==> config.mk <==
export PLATFORM = sky130hd
export DESIGN_NAME = disp_i2c_slave
export DESIGN_NICKNAME = d
export VERILOG_FILES = /design/src/rtl/disp_i2c_pkg.sv /design/src/rtl/i2c_line_events.sv /design/src/rtl/i2c_byte_engine.sv /design/src/rtl/i2c_ctrl_decoder.sv /design/src/rtl/disp_i2c_slave.sv
export SDC_FILE = /design/constraint.sdc
export NUM_CORES = 1
export LEC_CHECK = 0
export CORE_AREA = 2 2 60 62
export DETAILED_ROUTE_END_ITERATION = 7
export DIE_AREA = 0 0 62 64
export GPL_TIMING_DRIVEN = 0
export HOLD_SLACK_MARGIN = 0.05
export PLACE_DENSITY = 0.75
export SLEW_MARGIN = 10
export SYNTH_ARGS = -nofsm -noshare
export SYNTH_HDL_FRONTEND = slang
export SYNTH_SLANG_ARGS = --single-unit
==> constraint.sdc <==
create_clock -name clk -period 2.1 [get_ports clk]
set_input_delay 0.42 -clock clk [delete_from_list [all_inputs] [get_ports clk]]
set_output_delay 0.42 -clock clk [all_outputs]
set_load 0.01 [all_outputs]
==> src/rtl/disp_i2c_pkg.sv <==
package disp_i2c_pkg;

    typedef enum logic [2:0] {
        RX_IDLE,
        RX_ADDR,
        RX_DATA,
        RX_ACK,
        RX_SKIP
    } rx_state_e;

    typedef enum logic [1:0] {
        PR_CTRL,
        PR_SINGLE,
        PR_STREAM
    } parse_state_e;

endpackage

==> src/rtl/i2c_line_events.sv <==
module i2c_line_events (
    input  logic clk,
    input  logic rst_n,
    input  logic scl_i,
    input  logic sda_i,
    output logic scl_rise_o,
    output logic scl_fall_o,
    output logic start_o,
    output logic stop_o,
    output logic busy_o
);

    typedef struct packed {
        logic scl;
        logic sda;
        logic busy;
    } line_t;

    line_t line_d, line_q;

    always_comb begin
        scl_rise_o = scl_i & ~line_q.scl;
        scl_fall_o = ~scl_i & line_q.scl;
        start_o    = line_q.scl & scl_i & line_q.sda & ~sda_i;
        stop_o     = line_q.scl & scl_i & ~line_q.sda & sda_i;

        line_d      = line_q;
        line_d.scl  = scl_i;
        line_d.sda  = sda_i;
        if (start_o) begin
            line_d.busy = 1'b1;
        end else if (stop_o) begin
            line_d.busy = 1'b0;
        end
    end

    always_ff @(posedge clk) begin
        if (!rst_n) begin
            line_q <= '{scl: 1'b1, sda: 1'b1, busy: 1'b0};
        end else begin
            line_q <= line_d;
        end
    end

    assign busy_o = line_q.busy;

    AST_BUSY_AFTER_START: assert property (@(posedge clk) disable iff (!rst_n)
        start_o |=> busy_o);
    AST_IDLE_AFTER_STOP: assert property (@(posedge clk) disable iff (!rst_n)
        stop_o |=> !busy_o);

endmodule

==> src/rtl/i2c_byte_engine.sv <==
module i2c_byte_engine
    import disp_i2c_pkg::*;
#(
    parameter int          ADDR_W    = 7,
    parameter logic [6:0]  ADDR_BASE = 7'b0111100
) (
    input  logic              clk,
    input  logic              rst_n,
    input  logic              scl_rise_i,
    input  logic              scl_fall_i,
    input  logic              start_i,
    input  logic              stop_i,
    input  logic              sda_i,
    input  logic              strap_i,
    output logic              pull_o,
    output logic              done_o,
    output logic [ADDR_W:0]   byte_o
);

    localparam int BYTE_W = ADDR_W + 1;
    localparam int CNT_W  = $clog2(BYTE_W + 1);
    localparam logic [CNT_W-1:0] LAST_BIT = CNT_W'(BYTE_W - 1);
    localparam logic [CNT_W-1:0] FULL_CNT = CNT_W'(BYTE_W);

    typedef struct packed {
        rx_state_e         state;
        logic [CNT_W-1:0]  cnt;
        logic [BYTE_W-1:0] shreg;
        logic              ack_pend;
        logic              pull;
        logic              done;
        logic [BYTE_W-1:0] data;
    } eng_t;

    eng_t eng_d, eng_q;

    logic [BYTE_W-1:0] shifted;
    logic [ADDR_W-1:0] own_addr;
    logic              addr_hit;

    always_comb begin
        shifted  = {eng_q.shreg[BYTE_W-2:0], sda_i};
        own_addr = {ADDR_BASE[ADDR_W-1:1], strap_i};
        addr_hit = (shifted[BYTE_W-1:1] == own_addr) && !shifted[0];

        eng_d      = eng_q;
        eng_d.done = 1'b0;

        if (stop_i) begin
            eng_d.state    = RX_IDLE;
            eng_d.pull     = 1'b0;
            eng_d.ack_pend = 1'b0;
        end else if (start_i) begin
            eng_d.state    = RX_ADDR;
            eng_d.cnt      = '0;
            eng_d.pull     = 1'b0;
            eng_d.ack_pend = 1'b0;
        end else begin
            unique case (eng_q.state)
                RX_ADDR, RX_DATA: begin
                    if (scl_rise_i && !eng_q.ack_pend) begin
                        eng_d.shreg = shifted;
                        eng_d.cnt   = eng_q.cnt + 1'b1;
                        if (eng_q.cnt == LAST_BIT) begin
                            if (eng_q.state == RX_ADDR) begin
                                if (addr_hit) begin
                                    eng_d.ack_pend = 1'b1;
                                end else begin
                                    eng_d.state = RX_SKIP;
                                end
                            end else begin
                                eng_d.ack_pend = 1'b1;
                                eng_d.done     = 1'b1;
                                eng_d.data     = shifted;
                            end
                        end
                    end else if (scl_fall_i && eng_q.ack_pend) begin
                        eng_d.pull     = 1'b1;
                        eng_d.ack_pend = 1'b0;
                        eng_d.state    = RX_ACK;
                    end
                end
                RX_ACK: begin
                    if (scl_fall_i) begin
                        eng_d.pull  = 1'b0;
                        eng_d.cnt   = '0;
                        eng_d.state = RX_DATA;
                    end
                end
                default: begin
                end
            endcase
        end
    end

    always_ff @(posedge clk) begin
        if (!rst_n) begin
            eng_q <= '{state: RX_IDLE, cnt: '0, shreg: '0, ack_pend: 1'b0,
                       pull: 1'b0, done: 1'b0, data: '0};
        end else begin
            eng_q <= eng_d;
        end
    end

    assign pull_o = eng_q.pull;
    assign done_o = eng_q.done;
    assign byte_o = eng_q.data;

    AST_SKIP_RELEASED: assert property (@(posedge clk) disable iff (!rst_n)
        (eng_q.state == RX_SKIP) |-> !eng_q.pull);
    AST_ACK_AFTER_FULL_BYTE: assert property (@(posedge clk) disable iff (!rst_n)
        $rose(eng_q.pull) |-> ($past(eng_q.cnt) == FULL_CNT));
    AST_DONE_IN_DATA: assert property (@(posedge clk) disable iff (!rst_n)
        eng_q.done |-> (eng_q.state == RX_DATA));

endmodule

==> src/rtl/i2c_ctrl_decoder.sv <==
module i2c_ctrl_decoder
    import disp_i2c_pkg::*;
#(
    parameter int BYTE_W = 8,
    parameter int CO_BIT = 7,
    parameter int DC_BIT = 6
) (
    input  logic              clk,
    input  logic              rst_n,
    input  logic              restart_i,
    input  logic              byte_done_i,
    input  logic [BYTE_W-1:0] byte_i,
    output logic              vld_o,
    output logic              is_data_o,
    output logic [BYTE_W-1:0] data_o
);

    typedef struct packed {
        parse_state_e      state;
        logic              dc;
        logic              vld;
        logic              is_data;
        logic [BYTE_W-1:0] data;
    } dec_t;

    dec_t dec_d, dec_q;

    always_comb begin
        dec_d     = dec_q;
        dec_d.vld = 1'b0;
        if (restart_i) begin
            dec_d.state = PR_CTRL;
        end else if (byte_done_i) begin
            unique case (dec_q.state)
                PR_CTRL: begin
                    dec_d.dc    = byte_i[DC_BIT];
                    dec_d.state = byte_i[CO_BIT] ? PR_SINGLE : PR_STREAM;
                end
                PR_SINGLE: begin
                    dec_d.vld     = 1'b1;
                    dec_d.is_data = dec_q.dc;
                    dec_d.data    = byte_i;
                    dec_d.state   = PR_CTRL;
                end
                default: begin
                    dec_d.vld     = 1'b1;
                    dec_d.is_data = dec_q.dc;
                    dec_d.data    = byte_i;
                end
            endcase
        end
    end

    always_ff @(posedge clk) begin
        if (!rst_n) begin
            dec_q <= '{state: PR_CTRL, dc: 1'b0, vld: 1'b0, is_data: 1'b0, data: '0};
        end else begin
            dec_q <= dec_d;
        end
    end

    assign vld_o     = dec_q.vld;
    assign is_data_o = dec_q.is_data;
    assign data_o    = dec_q.data;

    AST_SINGLE_RETURNS: assert property (@(posedge clk) disable iff (!rst_n)
        (dec_q.state == PR_SINGLE && byte_done_i && !restart_i) |=> (dec_q.state == PR_CTRL));
    AST_STREAM_HOLDS: assert property (@(posedge clk) disable iff (!rst_n)
        (dec_q.state == PR_STREAM && !restart_i) |=> (dec_q.state == PR_STREAM));
    AST_STROBE_SINGLE: assert property (@(posedge clk) disable iff (!rst_n)
        vld_o |=> !vld_o);

endmodule

==> src/rtl/disp_i2c_slave.sv <==
module disp_i2c_slave #(
    parameter int         ADDR_W    = 7,
    parameter logic [6:0] ADDR_BASE = 7'b0111100
) (
    input  logic             clk,
    input  logic             rst_n,
    input  logic             scl_i,
    input  logic             sda_i,
    input  logic             addr_strap_i,
    output logic             sda_pull_o,
    output logic             pay_vld_o,
    output logic             pay_is_data_o,
    output logic [ADDR_W:0]  pay_byte_o,
    output logic             bus_busy_o
);

    localparam int BYTE_W = ADDR_W + 1;

    logic              scl_rise, scl_fall, start_det, stop_det;
    logic              rx_done;
    logic [BYTE_W-1:0] rx_byte;

    i2c_line_events u_events (
        .clk        (clk),
        .rst_n      (rst_n),
        .scl_i      (scl_i),
        .sda_i      (sda_i),
        .scl_rise_o (scl_rise),
        .scl_fall_o (scl_fall),
        .start_o    (start_det),
        .stop_o     (stop_det),
        .busy_o     (bus_busy_o)
    );

    i2c_byte_engine #(
        .ADDR_W    (ADDR_W),
        .ADDR_BASE (ADDR_BASE)
    ) u_engine (
        .clk        (clk),
        .rst_n      (rst_n),
        .scl_rise_i (scl_rise),
        .scl_fall_i (scl_fall),
        .start_i    (start_det),
        .stop_i     (stop_det),
        .sda_i      (sda_i),
        .strap_i    (addr_strap_i),
        .pull_o     (sda_pull_o),
        .done_o     (rx_done),
        .byte_o     (rx_byte)
    );

    i2c_ctrl_decoder #(
        .BYTE_W (BYTE_W),
        .CO_BIT (BYTE_W - 1),
        .DC_BIT (BYTE_W - 2)
    ) u_decoder (
        .clk         (clk),
        .rst_n       (rst_n),
        .restart_i   (start_det),
        .byte_done_i (rx_done),
        .byte_i      (rx_byte),
        .vld_o       (pay_vld_o),
        .is_data_o   (pay_is_data_o),
        .data_o      (pay_byte_o)
    );

    AST_PULL_CHANGES_SCL_LOW: assert property (@(posedge clk) disable iff (!rst_n)
        (sda_pull_o != $past(sda_pull_o)) |-> !$past(scl_i));
    AST_NO_PULL_IDLE: assert property (@(posedge clk) disable iff (!rst_n)
        !bus_busy_o |-> !sda_pull_o);

endmodule

# Yosys cells after proc, flatten, opt, wreduce, memory -nomap -nowiden
# Index checks and enable logic that the tools add are counted.
[totals] regBits=42 inputBits=5 output_inout_bits=12 elab_cells=108
[classes] n_addsub=1 n_eq_ne=21 muxes=23 bitwise=20 n_reduce_logical=27
[op_table] operator="AND reduction 6 bit" count=3
[op_table] operator="AND reduction 4 bit" count=4
[op_table] operator="two-way mux 3 bit" count=5
[op_table] operator="one-hot mux 7 bit (2 select lines)" count=1
[op_table] operator="inverter 1 bit" count=13
[op_table] operator="two-way mux 12 bit" count=1
[op_table] operator="!= test 4 bit, second input constant" count=3
[op_table] operator="two-way mux 10 bit" count=1
[op_table] operator="two-way mux 9 bit" count=1
[op_table] operator="!= test 3 x 2 -> 1 bit, second input constant" count=3
[op_table] operator="!= test 3 bit, second input constant" count=3
[op_table] operator="two-way mux 1 bit" count=8
[op_table] operator="nonzero test 2 bit" count=4
[op_table] operator="AND 1 bit" count=7
[op_table] operator="equality test 7 x 6 -> 1 bit" count=1
[op_table] operator="two-way mux 7 bit" count=1
[op_table] operator="equality test 3 x 2 -> 1 bit, second input constant" count=2
[op_table] operator="AND reduction 3 bit" count=2
[op_table] operator="OR reduction 2 bit" count=3
[op_table] operator="OR reduction 3 bit" count=2
[op_table] operator="OR reduction 6 bit" count=1
[op_table] operator="two-way mux 5 bit" count=1
[op_table] operator="adder 4 x 1 -> 4 bit, second input constant" count=1
[op_table] operator="equality test 4 x 3 -> 1 bit, second input constant" count=1
[op_table] operator="14 further kinds" count=20

# Logic depth before layout (Yosys ltp)
[depth] ltp_word=8 ltp_mapped=7 depth_no_buf=6

# Hierarchy
# From an unflattened synthesis, not the netlist that was laid out.
[unflattened] hier_cells=202 area_unflattened_um2=1981.9
[modules_own_cells] module="i2c_byte_engine" instances=1 cells_per_inst=125 area_each_um2=1249.9 seq_area_each_um2=500.5
[modules_own_cells] module="i2c_ctrl_decoder" instances=1 cells_per_inst=63 area_each_um2=589.3 seq_area_each_um2=260.2
[modules_own_cells] module="i2c_line_events" instances=1 cells_per_inst=14 area_each_um2=142.6 seq_area_each_um2=60.1

# Worst setup path before layout
# No wires, ideal clock.
[synth_path] path_kind="in2reg" startpoint="input port scl_i" endpoint="register u_engine.eng_q[23] (netlist name)" setup_ns=0.122 arrival_time_ns=1.708 t_required_ns=1.978 slack_ns=0.270 path_stages=5 n_path_buf=0 cell_sequence="or3b_4 > or3_4 > a221oi_4 > o21ai_0 > o311a_1"
[synth_via] elab_chain_cells=5 word_cells_on_any_way=21
[synth_lines] element="start, declared" line_no="disp_i2c_slave.sv:7" source="input logic scl_i,"
[synth_lines] element="AND 1 bit, or another cell as far along" line_no="i2c_line_events.sv:24, i2c_line_events.sv:25"
[synth_lines] element="AND 1 bit, or another cell as far along (2 in a row)" line_no="i2c_line_events.sv:24" source="start_o = line_q.scl & scl_i & line_q.sda & ~sda_i;"
[synth_lines] element="!= test 4 bit (no line), or another cell as far along"
[synth_lines] element="AND reduction 6 bit (no line) / two-way mux 5 bit (equally long branches)"
[synth_lines] element="end signal, assigned" line_no="i2c_byte_engine.sv:98" source="eng_q <= '{state: RX_IDLE, cnt: '0, shreg: '0, ack_pend: 1'b0,"
[synth_lines] element="end signal, assigned" line_no="i2c_byte_engine.sv:101" source="eng_q <= eng_d;"
[synth_lines] element="end, declared" line_no="i2c_byte_engine.sv:35" source="eng_t eng_d, eng_q;"
# Parallel ways exist; a longest one is shown, timed or not.
# A chain may end at the register's enable or synchronous reset.

# Worst setup path in the final report
[layout_path] startpoint="input port sda_i" endpoint="register u_engine.eng_q[23] (netlist name)"
[layout_via] elab_chain_cells=4 word_cells_on_any_way=14
[layout_lines] element="start, declared" line_no="disp_i2c_slave.sv:8" source="input logic sda_i,"
[layout_lines] element="inverter 1 bit / zero test 1 bit (equally long branches)" line_no="i2c_line_events.sv:24, i2c_byte_engine.sv:44"
[layout_lines] element="AND 1 bit / logical AND 1 bit (equally long branches)" line_no="i2c_line_events.sv:24, i2c_byte_engine.sv:44"
[layout_lines] element="!= test 4 bit (no line), or another cell as far along"
[layout_lines] element="AND reduction 6 bit (no line)"
# Parallel ways exist; a longest one is shown, timed or not.

==> flow_summary.yaml <==
status:
  status: "completed"
floorplan:
  dieWidth_microns: 62
  rows: 21
  die-area_sq_um: 3970
  die_y_microns: 64
  ios: 17
  start_util: 0.537
  core_sq_um: 3280
critical_path:
  cp_data_required_time_ns: 2.39
  crit_fanout: 5
  setup.worst_path.end_class: "flip-flop"
  path_class: "in2reg"
  crit_slowest_cell: "o41ai_1"
  start_kind: "input port"
  critical_path_arrival_ns: 2.20
  crit_chain: "clkdlybuf4s50_1 > nand2b_1 > o41ai_1 > a221oi_4 > o21ai_0 > o311a_1"
  cpPeakStageDelay_ns: 0.52
sta:
  fin_tns_setup_ns: 0
  setup_viol: 0
  tightest_slew_ns: 0.640
  fin_crit_ns: 1.90
  maxSlewHeadroom: 0.573
  fin_hold_ws_ns: 0.489
  final_hold_viol_count: 0
  final_max_slew_viol_count: 0
  fmax_mhz: 525
  fin_skew_ns: 0.00188
  setup_slack_ns: 0.195
  rsz0062_at_grt: "no"
  layout_worst_path_cycle_share: 0.907
placement:
  io_buffers: 16
  place_congestion: 0.920
  dp_slack_ns: -0.425
  place_inst: 249
  hpwl_microns: 2460
power_and_ir_drop:
  power_density_nw_per_um2: 670
  p_leak_nw: 0.784
  ir_drop_mv: 0.392
cts:
  cts_buffers: 5
  htree_levels: 2
  clk_latency_ns: 0.34
  cts_root_buf: "clkbuf_4"
  cts_hold_buf: 0
  cts_tree: "yes"
  clockBufferDepth: 2
  clk_pin_slew_ns: 0.11
  cts_sinks: 41
logic_synthesis:
  synth_edf_count: 0
  synth_top_cell_by_area: "dfxtp_1"
  async_flop_share: 0
  synthTopCellsByArea: "dfxtp_1 (47%), mux2i_1 (14%), nor2_1 (7.7%)"
  netlist_instances: 187
  ys_warn_count: 0
  yosys_most_used_dff: "dfxtp_1"
  syn-num-nets: 193
  syn_area_per_cell_sq_um: 9.43
  synth_top_cell_area_share: 0.465
  yosys.cell_types.count: 36
  ys_ff_latch: 41
  seq_area_frac_synth: 0.465
  synthesis.area_sq_um: 1760
detailed_routing:
  wirelength_microns: 3390
  vias: 1376
  drc: 0
  drt_pass1_iterations: 4
  post_drt_wl_per_cell_microns: 13.1
  first_iter_violations: 62
  drt.antenna.violating_nets: 0
  via_per_inst: 5.33
global_route:
  grt_pass1_vias: 1354
  grt_overflow_total: 0
  grt_first_pass_wirelength_microns: 5890
  antenna_found_initial: 0
  gr-usage-all-layers: 0.195
  grt_max_degree: 13
cells_and_area:
  fin_util: 0.631
  instances_no_fill: 258
  final_cell_mix: "dfxtp_1 (41), nor2_1 (36), mux2i_1 (24)"
  final_common_cell: "dfxtp_1"
  n_fill_cell: 288
  drive_gt1_frac: 0.108
  diodes: 0
  area_growth_pct: 17.5
  nets: 217
min_path:
  hold_class: "reg2reg"
flow_run:
  drv_cap: 0
[where the power goes]
| part | switching [mW] | total [mW] | internal [mW] |
|---|---|---|---|
| clock network | 0.244 | 0.528 | 0.284 |
| logic | 0.0442 | 0.0721 | 0.0279 |
| registers | 0.00486 | 0.788 | 0.783 |
| total | 0.293 | 1.39 | 1.10 |
[logic make-up after synthesis]
| group | after synthesis | synth area share |
|---|---|---|
| AOI/OAI and AO/OA | 29 | 0.118 |
| and+or+nand+nor | 68 | 0.188 |
| DFF | 41 | 0.465 |
| xor gates and xnor gates | 4 | 0.0199 |
| adders and majority gates | 2 | 0.0128 |
| muxes | 24 | 0.136 |
| buffers and inverters | 19 | 0.0603 |
[state kept, by name (all words and copies together), names as in the netlist]
register             count
u_decoder.vld_o          1
u_events.busy_o          1
u_engine.done_o          1
u_decoder.is_data_o      1
u_decoder.dec_q          3
u_events.line_q          2
u_decoder.data_o         8
u_engine.byte_o          8
u_engine.pull_o          1
u_engine.eng_q          15
[through the flow]
step	power, mW	cell area, sq um
6_report	1.39	2070
5_1_grt	1.44	2070
3_3_place_gp	0.876	1980
2_1_floorplan	0.850	1760
4_1_cts	1.40	2070
3_5_place_dp	0.877	1980
[worst max-delay path, delay by kind of cell]
kind	cells	cell delay, ns
buf+inv	1	0.51
simple gates	1	0.22
compound gates	4	1.04
[worst paths after layout]
path / from / end / slack [ns] / depth (start not counted)
setup / recovery: sda_i / u_engine.eng_q[23] / 0.20 / 6
hold / removal: u_engine.eng_q[22] / u_engine.eng_q[22] / 0.49 / 1
setup reg to reg: u_engine.eng_q[10] / u_engine.eng_q[23] / 0.21 / 5
hold reg to reg: u_engine.eng_q[22] / u_engine.eng_q[22] / 0.49 / 1
[synthesized netlist by cell type, drive strengths merged, types with 2 or more instances]
cell type	n
nor2	37
clkbuf	6
nand3	3
o21ai	7
a21oi	9
xnor2	2
nor3	4
inv	3
o211ai	2
buf	10
o41ai	2
nand2	6
xor2	2
dfxtp	41
nand2b	7
nor3b	4
a211oi	2
a31oi	2
mux2i	24
[metal layers]
| layer | wire [microns] | GRT usage |
|---|---|---|
| met4 | 70 | 0.0718 |
| met1 | 1600 | 0.257 |
| met2 | 1610 | 0.306 |
| met5 | 0 | 0 |
| met3 | 105 | 0.0425 |
[timing repair]
item,4_1_cts,5_1_grt
setup buffers,1,0
gates resized for setup,1,0
endpoints found under the setup margin,2,0
[cell type report]
class / count / area [sq um] / area share
buffer: 16 / 95.1 / 0.0459
clock buffer: 7 / 55.1 / 0.0266
clock inverter: 1 / 30.0 / 0.0145
inverter: 3 / 11.3 / 0.00543
multi-input combinational: 127 / 837 / 0.404
sequential: 41 / 821 / 0.396
tap: 46 / 57.6 / 0.0278
timing repair buffer: 17 / 166 / 0.0803
Note: power is estimated with default switching activity, not from simulation.
